$ cat src/rtl/wprot_pkg.sv
package wprot_pkg;
  localparam int SR_W = 8;
  localparam int RDY_BIT = 0;
  localparam int WEL_BIT = 1;
  localparam int BP_LO   = 2;

  typedef enum logic [1:0] {
    REG_NONE    = 2'b00,
    REG_QUARTER = 2'b01,
    REG_HALF    = 2'b10,
    REG_ALL     = 2'b11
  } region_e;

  // top2 holds the two most significant address bits
  function automatic logic region_hit(input region_e r, input logic [1:0] top2);
    case (r)
      REG_NONE:    region_hit = 1'b0;
      REG_QUARTER: region_hit = (top2 == 2'b11);
      REG_HALF:    region_hit = top2[1];
      default:     region_hit = 1'b1;
    endcase
  endfunction
endpackage

$ cat src/rtl/wprot_latch.sv
module wprot_latch (
  input  logic clk,
  input  logic rst,
  input  logic cs_n,
  input  logic op_wren,
  input  logic op_wrdi,
  input  logic op_wrsr,
  input  logic op_write,
  output logic wel
);
  logic cs_q, pend_q, wel_q;
  logic cs_rise;

  assign cs_rise = cs_n & ~cs_q;

  always_ff @(posedge clk) begin
    if (rst) begin
      cs_q   <= 1'b1;
      pend_q <= 1'b0;
      wel_q  <= 1'b0;
    end else begin
      cs_q <= cs_n;
      if (cs_rise) pend_q <= 1'b0;
      else         pend_q <= pend_q | op_write | op_wrsr;
      if (op_wrdi)              wel_q <= 1'b0;
      else if (op_wren)         wel_q <= 1'b1;
      else if (cs_rise && pend_q) wel_q <= 1'b0;
    end
  end

  assign wel = wel_q;

  AST_WREN_SETS: assert property (@(posedge clk) disable iff (rst)
    (op_wren && !op_wrdi) |=> wel_q);
  AST_WRDI_CLEARS: assert property (@(posedge clk) disable iff (rst)
    op_wrdi |=> !wel_q);
  AST_AUTO_CLEAR: assert property (@(posedge clk) disable iff (rst)
    (cs_rise && pend_q && !op_wren) |=> !wel_q);
endmodule

$ cat src/rtl/wprot_stat.sv
module wprot_stat
  import wprot_pkg::*;
(
  input  logic       clk,
  input  logic       rst,
  input  logic       wp_n,
  input  logic       busy,
  input  logic       wel,
  input  logic       op_wrsr,
  input  logic [1:0] bp_wdata,
  output region_e    bp,
  output logic       rdy
);
  region_e bp_q;
  logic    busy_q;

  always_ff @(posedge clk) begin
    if (rst) begin
      bp_q   <= REG_NONE;
      busy_q <= 1'b0;
    end else begin
      busy_q <= busy;
      if (op_wrsr && wel && wp_n) bp_q <= region_e'(bp_wdata);
    end
  end

  assign bp  = bp_q;
  assign rdy = busy_q;

  AST_PIN_LOCKS_BP: assert property (@(posedge clk) disable iff (rst)
    !wp_n |=> (bp_q == $past(bp_q)));
  AST_NO_WEL_LOCKS_BP: assert property (@(posedge clk) disable iff (rst)
    !wel |=> (bp_q == $past(bp_q)));
  AST_RDY_FOLLOWS: assert property (@(posedge clk) disable iff (rst)
    1'b1 |=> (busy_q == $past(busy)));
endmodule

$ cat src/rtl/wprot_gate.sv
module wprot_gate
  import wprot_pkg::*;
#(
  parameter int ADDR_W = 16
) (
  input  logic              clk,
  input  logic              rst,
  input  logic              chk_valid,
  input  logic [ADDR_W-1:0] chk_addr,
  input  logic              wel,
  input  region_e           bp,
  output logic              allow,
  output logic              deny
);
  localparam int TOP = ADDR_W - 1;

  logic [1:0] top2;
  logic       hit, ok;
  logic       unused_low;

  assign top2       = chk_addr[TOP -: 2];
  assign unused_low = ^chk_addr[TOP-2:0];
  assign hit        = region_hit(bp, top2);
  assign ok         = wel & ~hit;

  always_ff @(posedge clk) begin
    if (rst) begin
      allow <= 1'b0;
      deny  <= 1'b0;
    end else begin
      allow <= chk_valid & ok;
      deny  <= chk_valid & ~ok;
    end
  end

  AST_ONE_ANSWER: assert property (@(posedge clk) disable iff (rst)
    chk_valid |=> (allow ^ deny));
  AST_NO_WEL_NO_GRANT: assert property (@(posedge clk) disable iff (rst)
    !wel |=> !allow);
  AST_FULL_BLOCK: assert property (@(posedge clk) disable iff (rst)
    (bp == REG_ALL) |=> !allow);
endmodule

$ cat src/rtl/wprot_unit.sv
module wprot_unit
  import wprot_pkg::*;
#(
  parameter int ADDR_W = 16
) (
  input  logic              clk,
  input  logic              rst,
  input  logic              cs_n,
  input  logic              wp_n,
  input  logic              busy,
  input  logic              op_wren,
  input  logic              op_wrdi,
  input  logic              op_wrsr,
  input  logic              op_write,
  input  logic [SR_W-1:0]   sr_wdata,
  input  logic              chk_valid,
  input  logic [ADDR_W-1:0] chk_addr,
  output logic              wr_allow,
  output logic              wr_deny,
  output logic [SR_W-1:0]   status
);
  logic    wel, rdy;
  region_e bp;
  logic    unused_wdata;

  assign unused_wdata = ^{sr_wdata[SR_W-1:BP_LO+2], sr_wdata[BP_LO-1:0]};

  wprot_latch u_latch (
    .clk(clk), .rst(rst), .cs_n(cs_n),
    .op_wren(op_wren), .op_wrdi(op_wrdi),
    .op_wrsr(op_wrsr), .op_write(op_write),
    .wel(wel)
  );

  wprot_stat u_stat (
    .clk(clk), .rst(rst), .wp_n(wp_n), .busy(busy), .wel(wel),
    .op_wrsr(op_wrsr), .bp_wdata(sr_wdata[BP_LO+1:BP_LO]),
    .bp(bp), .rdy(rdy)
  );

  wprot_gate #(.ADDR_W(ADDR_W)) u_gate (
    .clk(clk), .rst(rst), .chk_valid(chk_valid), .chk_addr(chk_addr),
    .wel(wel), .bp(bp), .allow(wr_allow), .deny(wr_deny)
  );

  always_comb begin
    status          = '0;
    status[RDY_BIT] = rdy;
    status[WEL_BIT] = wel;
    status[BP_LO+1:BP_LO] = bp;
  end

  AST_HIGH_BITS_ZERO: assert property (@(posedge clk) disable iff (rst)
    status[SR_W-1:BP_LO+2] == '0);
endmodule

$ cat config.mk
export PLATFORM = sky130hd
export DESIGN_NAME = wprot_unit
export DESIGN_NICKNAME = d
export VERILOG_FILES = /design/src/rtl/wprot_pkg.sv /design/src/rtl/wprot_latch.sv /design/src/rtl/wprot_stat.sv /design/src/rtl/wprot_gate.sv /design/src/rtl/wprot_unit.sv
export SDC_FILE = /design/constraint.sdc
export NUM_CORES = 1
export LEC_CHECK = 0
export ABC_AREA = 1
export BUFFER_PORTS_ARGS = -buffer_cell sky130_fd_sc_hd__buf_2
export CELL_PAD_IN_SITES_DETAIL_PLACEMENT = 2
export CELL_PAD_IN_SITES_GLOBAL_PLACEMENT = 2
export CORE_UTILIZATION = 13
export CTS_CLUSTER_DIAMETER = 200
export DETAILED_ROUTE_END_ITERATION = 10
export PLACE_DENSITY_LB_ADDON = 0.1
export SLEW_MARGIN = 10
export SYNTH_ARGS = -nofsm -noshare
export SYNTH_HDL_FRONTEND = slang
export SYNTH_SLANG_ARGS = --single-unit
$ cat constraint.sdc
create_clock -name clk -period 0.92 [get_ports clk]
set_clock_uncertainty 0.1 [all_clocks]
set_input_delay 0.092 -clock clk [delete_from_list [all_inputs] [get_ports clk]]
set_output_delay 0.092 -clock clk [all_outputs]
set_load 0.03 [all_outputs]
# Yosys cells after proc, flatten, opt, wreduce, memory -nomap -nowiden
# Index checks and enable logic that the tools add are counted.
dict set report totals {
  regBits 8
  inputBits 34
  word_cells 29
}
dict set report classes {
  n_eq_ne 3
  muxes 3
  bitwise 9
  reduce_logical 7
}
# op count
set op_table {}
lappend op_table {{$and A1 B1 Y1} 4}
lappend op_table {{$eq A2 B2 Y1 const B} 2}
lappend op_table {{$reduce_or A2 Y1} 2}
lappend op_table {{$logic_and A1 B1 Y1} 3}
lappend op_table {{$not A1 Y1} 3}
lappend op_table {{$pmux W1 S3} 1}
lappend op_table {{$eq A2 B1 Y1 const B} 1}
lappend op_table {{$logic_not A2 Y1} 1}
lappend op_table {{$mux W1} 2}
lappend op_table {{$or A1 B1 Y1} 2}
lappend op_table {{$reduce_bool A2 Y1} 1}

# Logic depth before layout (Yosys ltp)
# Gate-level depths: netlist (run 1).
dict set report logic_depth {
  depth_word 6
  mapped_depth 4
  depth_no_buf 4
}

# Hierarchy
# From an unflattened synthesis (run 1), not the netlist that was laid out.
dict set report hier_totals {
  hier_cells 57
  area_unflattened_um2 387.9
}
# mod n_inst cells_per_inst area_each_um2
set by_module_without_submodules {}
lappend by_module_without_submodules {wprot_stat 1 17 118.9}
lappend by_module_without_submodules {wprot_latch 1 14 115.1}
lappend by_module_without_submodules {wprot_gate 1 19 105.1}
lappend by_module_without_submodules {wprot_unit 1 7 48.8}

# Least setup slack after synthesis (run 1)
# No wires, ideal clock.
dict set report synth_timing {
  kind {reg-to-reg}
  start {register u_stat.bp_q[0] (netlist: u_stat.bp[0])}
  end {register u_gate.allow}
  setup_ns 0.112
  arrival_ns 0.804
  required_ns 0.708
  setup_slack_ns -0.095
  stages_incl_launch_ff 4
  n_path_buf 0
  synth_period_minus_slack_ns 1.015
  cell_sequence {dfxtp_1 > nand3_1 > nand3_1 > nor2_1}
}
dict set report synth_via {
  elab_chain_cells 5
  word_cells_on_any_way 7
  cone_classes {2 x eq/ne; 1 x mux; 3 x bitwise; 1 x reduce/logical}
}
# item line
set synth_lines {}
lappend synth_lines {{start: declaration} wprot_stat.sv:14} ;# region_e bp_q;
lappend synth_lines {{start signal: assignment} wprot_stat.sv:23} ;# if (op_wrsr && wel && wp_n) bp_q <= region_e'(bp_wdata);
lappend synth_lines {{$eq A2 B2 Y1 (tied with other cells)} wprot_pkg.sv:16} ;# case (r)
lappend synth_lines {{$pmux W1 S3 (*)} wprot_pkg.sv:16}
lappend synth_lines {{$not A1 Y1 (*)} wprot_gate.sv:24} ;# assign ok = wel & ~hit;
lappend synth_lines {{$and A1 B1 Y1 (*)} wprot_gate.sv:24}
lappend synth_lines {{$and A1 B1 Y1 (*)} wprot_gate.sv:31} ;# allow <= chk_valid & ok;
lappend synth_lines {{end signal: assignment} wprot_gate.sv:31}
lappend synth_lines {{end: declaration} wprot_gate.sv:12} ;# output logic allow,
# Every way passes the cells marked *; elsewhere a longest branch is shown, timed or not.
# A chain may end at the register's enable or synchronous reset.

# Worst setup path in the final report (run 1)
dict set report layout_timing {
  start {register u_stat.bp_q[0] (netlist: u_stat.bp[0])}
  end {output port status[2]}
}
# item line
set layout_rtl {}
lappend layout_rtl {{end: declaration} wprot_unit.sv:20} ;# output logic [SR_W-1:0] status
# No word-level cell between the ends.

==> run metrics, run 1 <==
run status complete, but fails checks; violations in the final reports negative hold slack, negative setup slack; CP Cell Sequence buf_6; full die area 2940 sq um; ratio of routed vias to standard cells 3.69; vertical die dimension 54.2 microns; quantity of hold-fixing buffers added after cts 9; number of global-route vias before repair 393; maximum number of pins on one net before global-route repair 6; total setup violations reported at the end of the flow 3; global-route wire length before repair 1.78 mm; DR iter-0 viols 1; clk sinks 8; average routed wire per standard cell 10.0 microns; total buffers and inverters traversed by the critical path 1; number of remaining DRC errors 0; Crit path required time 0.73 ns; Post-Syn Area per Cell 7.38 sq um; CTS H-tree depth 1; Global Route Usage Sum 9.38%; last weighted congestion value of the routability-driven placer 0.572; Placeable Area 2520 sq um; clock tree from TritonCTS done; setup repair after global routing missed its margin true; Clock Latency Late Sink 0.26 ns; total wirelength of the detailed-routed design 1.06 mm; Worst setup SP type flip-flop; Layout Cell Area excl Fill 649 sq um; Clock transition at path regs 0.06 ns; number of buffers added by the clock tree synthesis step 3; Pwr per Cell Area 1280 nW/um^2; Highest Clock Rate 1040 MHz; maximum clock path buffer count 2; initial antenna violation count 0; GRT overflow 0; Critical Path Sink Type primary output; sequential standard cell area 173 sq um; final HPWL from detailed placement 772 microns; Post-Route Utilization 25.7%; Yosys cell types 14; antenna-violating nets left 0; Final min period 0.965 ns; HP Class input pin to flip-flop; sequential fraction of the synthesis area 45.2%; number of input and output port buffers inserted 19; row count 18; leakage power 0.000303 uW; setup ws final -0.0449 ns; total iterations of the first detailed-routing run 3; CTS root buffer sky130_fd_sc_hd__clkbuf_4; Synth area leaders sky130_fd_sc_hd__dfxtp_1, sky130_fd_sc_hd__buf_4, sky130_fd_sc_hd__nor2_1; fraction of final layout cells with drive strength greater than 1 43.4%; fraction of synthesized cell area taken by the top area cell type 45.2%; Mapped Area 354 sq um; layout net count 112; detailed-route via count 391; cell area after placement 455 sq um; ports placed on the boundary 44; worst path arrival time 0.77 ns; Starting Density 14.0%; Die W 54.2 microns; Worst Hold Slack -0.0511 ns; Period Utilization, post-route 105%; number of max-capacitance violations reported 0; number of warnings issued by yosys 0; largest driver fanout on the critical path 5; stage delay of the slowest cell on the critical path 0.38 ns; cell with the biggest individual delay on the critical path sky130_fd_sc_hd__dfxtp_4; fin. max-slew vios 0; area growth from synthesis to final layout 83.4%; dominant delay contributor by cell family on the critical path flip-flops; Peak VDD IR 0.569 mV; Fillers 320; startpoint-to-endpoint class of the critical path flip-flop to primary output; count of endpoints failing hold in the final timing report 1; cell accounting for the most synthesized area sky130_fd_sc_hd__dfxtp_1; register bit count reported by yosys 8; area occupied by multi-input gates 156 sq um; Syn Inst Count 48; number of antenna repair diodes 0
[tightest hold or removal path: stages]
cell and delay [ns]:
sky130_fd_sc_hd__buf_2 0.07, sky130_fd_sc_hd__or2_1 0.08, sky130_fd_sc_hd__a21oi_1 0.03
[cell type report]
type	count	share of cell area [%]
timing repair buffer	28	36.6
sequential	8	26.6
multi-input combinational	31	24.1
inverter	6	3.47
tap	30	5.78
clock buffer	3	3.47
[kinds of logic (layout without fill, tap and decap cells)]
group / Yosys count / in the layout / synth area share, %
AO/OA/AOI/OAI: 4 / 4 / 5.65
other: 1 / 4 / 1.06
buffers and inverters: 12 / 37 / 19.1
flip-flops: 8 / 8 / 45.2
AND/OR/NAND/NOR: 23 / 23 / 29.0
[registers in the layout, indices dropped and copies added, names as in the netlist]
signal          flops
u_gate.deny         1
u_gate.allow        1
u_latch.cs_q        1
u_latch.pend_q      1
u_stat.bp           2
u_stat.rdy          1
u_latch.wel         1
[synth_stat cells, drive strengths merged]
library cell,n
nor2,9
nor3,1
nand3,4
or2,1
o21ai,2
a21oi,2
inv,6
conb,1
nand2,7
buf,6
nand4,1
dfxtp,8
[path summary, 6_finish.rpt]
path                                                 from                   endpoint  slack [ns]  cells after the start
worst min register to register  u_latch.pend_q$_SDFF_PP0_  u_latch.pend_q$_SDFF_PP0_        0.41                      2
worst max register to register   u_latch.wel$_SDFFE_PP0P_  u_stat.bp[0]$_SDFFE_PP0P_        0.02                      4
worst max-delay path            u_stat.bp[0]$_SDFFE_PP0P_                  status[2]       -0.04                      1
worst min-delay path                              op_wrdi   u_latch.wel$_SDFFE_PP0P_       -0.05                      3
[layer usage]
metal / wire (microns) / GRT usage [%] / up-vias
li1: - / - / 195
met1: 460 / 10.7 / 178
met2: 499 / 13.6 / 16
met3: 87 / 6.21 / 2
met4: 12 / 3.85 / 0
met5: 0 / 0 / -
[timing repair]
action	CTS	global route
buffers inserted	1	0
endpoints found under the setup margin	8	11
cloned	0	0
resized for setup	15	7
hold endpoints to repair	8	1
pin swaps	0	2
[where the power goes]
part / leakage, uW / switching, uW / internal [uW]
registers: 0.0000689 / 10.9 / 360
logic: 0.000221 / 88.9 / 82.7
clock network: 0.0000138 / 138 / 151
total: 0.000303 / 238 / 593
[layout by cell type (no fill, tap or decap), types with 2 or more instances in the layout]
master | netlist | routed
sky130_fd_sc_hd__dlygate4sd3_1 | 0 | 9
sky130_fd_sc_hd__dfxtp_4 | 0 | 2
sky130_fd_sc_hd__clkbuf_4 | 0 | 3
sky130_fd_sc_hd__nand3_1 | 3 | 3
sky130_fd_sc_hd__inv_1 | 5 | 5
sky130_fd_sc_hd__nand2_1 | 7 | 7
sky130_fd_sc_hd__dfxtp_2 | 0 | 4
sky130_fd_sc_hd__nor2_1 | 9 | 8
sky130_fd_sc_hd__dfxtp_1 | 8 | 2
sky130_fd_sc_hd__a21oi_1 | 2 | 2
sky130_fd_sc_hd__buf_6 | 0 | 6
sky130_fd_sc_hd__conb_1 | 1 | 4
sky130_fd_sc_hd__buf_2 | 0 | 12
[stage by stage]
stage	std cells	total power, uW	setup TNS [ns]	worst slack, ns
5_1_grt	106	895	-0.298	-0.0744
6_report	106	831	-0.0727	-0.0449
4_1_cts	107	843	-0.100	-0.0505
2_1_floorplan	51	463	0	0.0465
3_5_place_dp	94	496	-0.0492	-0.0328
3_3_place_gp	94	494	-0.0453	-0.0326
(Power assumes the default switching activity.)
==> run 2, diff against run 1 <==
--- a/config.mk
+++ b/config.mk
@@ -10,6 +10,7 @@
 export CELL_PAD_IN_SITES_DETAIL_PLACEMENT = 2
 export CELL_PAD_IN_SITES_GLOBAL_PLACEMENT = 2
 export CORE_UTILIZATION = 13
+export CTS_BUF_LIST = sky130_fd_sc_hd__clkbuf_8
 export CTS_CLUSTER_DIAMETER = 200
 export DETAILED_ROUTE_END_ITERATION = 10
 export PLACE_DENSITY_LB_ADDON = 0.1
==> run metrics, run 2 (synthesized netlist as in run 1, its figures left out) <==
commonest non-fill, non-tap cells in the layout sky130_fd_sc_hd__buf_2, sky130_fd_sc_hd__nor2_1, sky130_fd_sc_hd__nand2_1; switching power total 241 uW; fin. max-slew vios 0; total iterations of the first detailed-routing run 2; largest driver fanout on the critical path 6; fraction of final layout cells with drive strength greater than 1 40.8%; Global Route Usage Sum 8.44%; total setup violations reported at the end of the flow 2; Fillers 316; part of the total power dissipated in combinational logic 14.5%; clock tree from TritonCTS done; run status complete, but fails checks; Crit path required time 0.73 ns; fraction of power consumed by sequential logic 39.3%; ratio of routed vias to standard cells 3.65; dominant delay contributor by cell family on the critical path flip-flops; sequential standard cell area 169 sq um; maximum number of pins on one net before global-route repair 7; global-route wire length before repair 1.61 mm; Peak VDD IR 0.957 mV; clk sinks 8; total wirelength of the detailed-routed design 983 microns; detailed-route via count 369; total buffers and inverters traversed by the critical path 1; Final min period 0.938 ns; area growth from synthesis to final layout 62.9%; Post-Route Utilization 22.9%; maximum clock path buffer count 2; number of input and output port buffers inserted 19; average routed wire per standard cell 9.73 microns; CTS H-tree depth 1; GRT overflow 0; row count 18; Worst Setup Slack post-DPL -0.0328 ns; Pwr per Cell Area 1640 nW/um^2; fraction of power spent switching nets 25.5%; area occupied by multi-input gates 145 sq um; quantity of hold-fixing buffers added after cts 4; number of max-capacitance violations reported 0; last weighted congestion value of the routability-driven placer 0.572; full die area 2940 sq um; Highest Clock Rate 1070 MHz; Critical Path Sink Type primary output; Placeable Area 2520 sq um; final HPWL from detailed placement 772 microns; Pwr Total 944 uW; startpoint-to-endpoint class of the critical path flip-flop to primary output; HP Class input pin to flip-flop; number of flip-flops in the largest register 2; Die W 54.2 microns; commonest non-fill, non-tap cell in the layout sky130_fd_sc_hd__buf_2; Period Utilization, post-route 102%; ports placed on the boundary 44; antenna-violating nets left 0; stage delay of the slowest cell on the critical path 0.38 ns; setup repair after global routing missed its margin true; Clock transition at path regs 0.05 ns; layout net count 107; Worst Hold Slack -0.0159 ns; number of remaining DRC errors 0; Post-CTS Repair Setup Buffers 0; clock network power share 46.2%; vertical die dimension 54.2 microns; leakage power 0.000279 uW; count of endpoints failing hold in the final timing report 4; worst path arrival time 0.75 ns; violations in the final reports negative hold slack, negative setup slack; Clock Latency Late Sink 0.23 ns; internal power contribution 703 uW; CTS root buffer sky130_fd_sc_hd__clkbuf_8; Worst setup SP type flip-flop; number of antenna repair diodes 0; number of buffers added by the clock tree synthesis step 3; setup ws final -0.0180 ns; number of global-route vias before repair 365; Starting Density 14.0%; DR iter-0 viols 2; cell with the biggest individual delay on the critical path sky130_fd_sc_hd__dfxtp_4; CP Cell Sequence buf_6; initial antenna violation count 0
run 2: cell count changes in the layout (fill, tap and decap cells not counted), moves of 2 or more:
| cell | change |
|---|---|
| sky130_fd_sc_hd__nand3_2 | +2 |
| sky130_fd_sc_hd__dlygate4sd3_1 | -5 |
| sky130_fd_sc_hd__clkbuf_8 | +3 |
| sky130_fd_sc_hd__buf_6 | -3 |
| sky130_fd_sc_hd__dfxtp_1 | +3 |
| sky130_fd_sc_hd__clkbuf_4 | -3 |
| sky130_fd_sc_hd__buf_4 | +3 |
| sky130_fd_sc_hd__dfxtp_2 | -3 |
run 2: area by class of cell:
class,count,area share [%]
clock buffers,3,7.16
inverters,6,3.90
well taps,30,6.51
multi-input cells,31,25.2
repair buffers,23,28.0
flip-flops and latches,8,29.3
run 2: worst paths after layout:
path,startpoint,endpoint,slack (ns),cells past startpoint
worst max-delay path,u_latch.wel$_SDFFE_PP0P_,status[1],-0.02,1
worst min-delay path,op_wrdi,u_latch.wel$_SDFFE_PP0P_,-0.02,3
worst max register to register,u_stat.bp[0]$_SDFFE_PP0P_,u_gate.deny$_SDFF_PP0_,0.07,4
worst min register to register,u_latch.pend_q$_SDFF_PP0_,u_latch.pend_q$_SDFF_PP0_,0.39,2
run 2: power by group through the flow:
stage	clock network [uW]	logic (uW)	registers (uW)
6_report	436	137	371
5_1_grt	487	152	372
4_1_cts	453	133	370
3_5_place_dp	0	116	380
3_3_place_gp	0	115	379
2_1_floorplan	0	75.4	388
run 2: per-stage QoR:
step	cells	TNS (ns)	instance area [sq um]
2_1_floorplan	51	0	368
3_3_place_gp	94	-0.0453	455
3_5_place_dp	94	-0.0492	455
4_1_cts	101	-0.0352	558
5_1_grt	101	-0.0904	577
6_report	101	-0.0330	577
run 2: repair_timing:
item,CTS,global route
pin swaps,0,1
gates resized for setup,8,9
endpoints found under the setup margin,5,8
endpoints found under the hold margin,5,1
run 2: layer usage:
metal	share of wire, %	vias up	wire (microns)	global-route usage, %
met2	44	16	434	11.8
met3	8.7	2	86	6.21
met1	46	167	449	9.97
met4	1.3	0	13	2.56
li1	-	184	-	-
met5	0	-	0	0
==> run 3, diff against run 2 <==
--- a/config.mk
+++ b/config.mk
@@ -6,7 +6,7 @@
 export NUM_CORES = 1
 export LEC_CHECK = 0
 export ABC_AREA = 1
-export BUFFER_PORTS_ARGS = -buffer_cell sky130_fd_sc_hd__buf_2
+export BUFFER_PORTS_ARGS = -buffer_cell sky130_fd_sc_hd__clkbuf_2
 export CELL_PAD_IN_SITES_DETAIL_PLACEMENT = 2
 export CELL_PAD_IN_SITES_GLOBAL_PLACEMENT = 2
 export CORE_UTILIZATION = 13
@@ -14,6 +14,7 @@
 export CTS_CLUSTER_DIAMETER = 200
 export DETAILED_ROUTE_END_ITERATION = 10
 export PLACE_DENSITY_LB_ADDON = 0.1
+export SKIP_LAST_GASP = 1
 export SLEW_MARGIN = 10
 export SYNTH_ARGS = -nofsm -noshare
 export SYNTH_HDL_FRONTEND = slang
==> run metrics, run 3 (synthesized netlist as in run 1, its figures left out) <==
run status complete, but fails checks; violations in the final reports negative hold slack, negative setup slack; Worst Hold Slack -0.0148 ns; Post-Route Utilization 24.6%; total iterations of the first detailed-routing run 2; commonest non-fill, non-tap cells in the layout sky130_fd_sc_hd__clkbuf_2, sky130_fd_sc_hd__nor2_1, sky130_fd_sc_hd__nand2_1; number of global-route vias before repair 374; Die W 54.2 microns; number of buffers added by the clock tree synthesis step 3; number of flip-flops in the largest register 2; stage delay of the slowest cell on the critical path 0.36 ns; internal power contribution 714 uW; setup ws final -0.00920 ns; switching power total 232 uW; Fillers 316; fraction of power consumed by sequential logic 39.0%; antenna-violating nets left 0; setup repair after global routing missed its margin true; Pwr Total 946 uW; fraction of final layout cells with drive strength greater than 1 39.7%; Global Route Usage Sum 8.10%; Critical Path Sink Type primary output; count of endpoints failing hold in the final timing report 1; number of input and output port buffers inserted 19; total wirelength of the detailed-routed design 955 microns; ports placed on the boundary 44; DR iter-0 viols 3; startpoint-to-endpoint class of the critical path flip-flop to primary output; dominant delay contributor by cell family on the critical path flip-flops; initial antenna violation count 0; Pwr per Cell Area 1530 nW/um^2; worst reg2reg path startpoint u_latch.wel$_SDFFE_PP0P_; CP Cell Sequence clkbuf_8; commonest non-fill, non-tap cell in the layout sky130_fd_sc_hd__clkbuf_2; Starting Density 14.0%; maximum clock path buffer count 2; Worst setup SP type flip-flop; average routed wire per standard cell 9.27 microns; GRT overflow 0; Highest Clock Rate 1080 MHz; ratio of routed vias to standard cells 3.66; number of antenna repair diodes 0; global-route wire length before repair 1.56 mm; HP Class input pin to flip-flop; final cell count without fillers 103; worst path arrival time 0.74 ns; cell with the biggest individual delay on the critical path sky130_fd_sc_hd__dfxtp_4; Hold Crit Start op_wrdi; CP Launch Point u_latch.wel$_SDFFE_PP0P_; clock network power share 44.6%; Crit path required time 0.73 ns; last weighted congestion value of the routability-driven placer 0.574; full die area 2940 sq um; fraction of power spent switching nets 24.6%; Final min period 0.929 ns; detailed-route via count 377; CTS H-tree depth 1; total buffers and inverters traversed by the critical path 1; fin. max-slew vios 0; leakage power 0.000298 uW; maximum number of pins on one net before global-route repair 6; Clock transition at path regs 0.04 ns; layout net count 109; Peak VDD IR 0.448 mV; placed cells 94; vertical die dimension 54.2 microns; total setup violations reported at the end of the flow 1; Period Utilization, post-route 101%; part of the total power dissipated in combinational logic 16.3%; CTS root buffer sky130_fd_sc_hd__clkbuf_8; Worst Setup Slack post-DPL -0.0373 ns; largest driver fanout on the critical path 2; clock tree from TritonCTS done; Clock Latency Late Sink 0.22 ns; area growth from synthesis to final layout 74.9%; clk sinks 8; number of remaining DRC errors 0; row count 18; number of max-capacitance violations reported 0; final HPWL from detailed placement 776 microns; Placeable Area 2520 sq um
[run 3: final timing paths]
kind / slack, ns / to / cells past startpoint
min: -0.01 / u_latch.wel$_SDFFE_PP0P_ / 3
max reg2reg: 0.02 / u_stat.bp[0]$_SDFFE_PP0P_ / 4
min reg2reg: 0.39 / u_latch.pend_q$_SDFF_PP0_ / 2
max: -0.009 / status[1] / 1
[run 3: repair_timing]
action	in CTS	in global routing
hold buffers	5	0
hold endpoints to repair	5	0
setup buffers	1	0
setup endpoints to repair	7	8
resized for setup	11	8
[run 3: power by group through the flow]
stage	sequential (uW)	clock (uW)	combinational, uW
finish	369	422	154
global placement	380	0	115
detailed placement	380	0	116
CTS	369	445	152
global route	371	461	170
floorplan	388	0	75.4
[run 3: layout make-up]
type | instances | area, sq um | area share [%]
Tap cell | 30 | 37.5 | 6.06
Clock buffer | 3 | 41.3 | 6.67
Inverter | 6 | 22.5 | 3.64
Timing Repair Buffer | 25 | 201 | 32.5
Multi-Input combinational cell | 31 | 148 | 23.8
Sequential cell | 8 | 169 | 27.3
[run 3: metal layers]
metal	up-vias	GRT usage (%)	share of wire [%]	wire, microns
met5	-	0	0	0
met4	0	7.69	1.0	10
met3	2	1.69	6.3	60
met2	12	12.2	50	475
met1	174	9.32	43	409
li1	189	-	-	-
[run 3: stage by stage]
stage	setup TNS, ns	cell area, sq um
floorplan	0	368
global placement	-0.0552	455
detailed placement	-0.0557	455
CTS	-0.0388	604
global route	-0.126	619
finish	-0.00920	619
[run 3: worst reg2reg max path: cells and delay by family, from the launching register on]
| family | cells | cell delay [ns] |
|---|---|---|
| flip-flops | 1 | 0.35 |
| buffers and inverters | 1 | 0.13 |
| AO/OA/AOI/OAI | 1 | 0.12 |
| AND/OR/NAND/NOR | 2 | 0.13 |
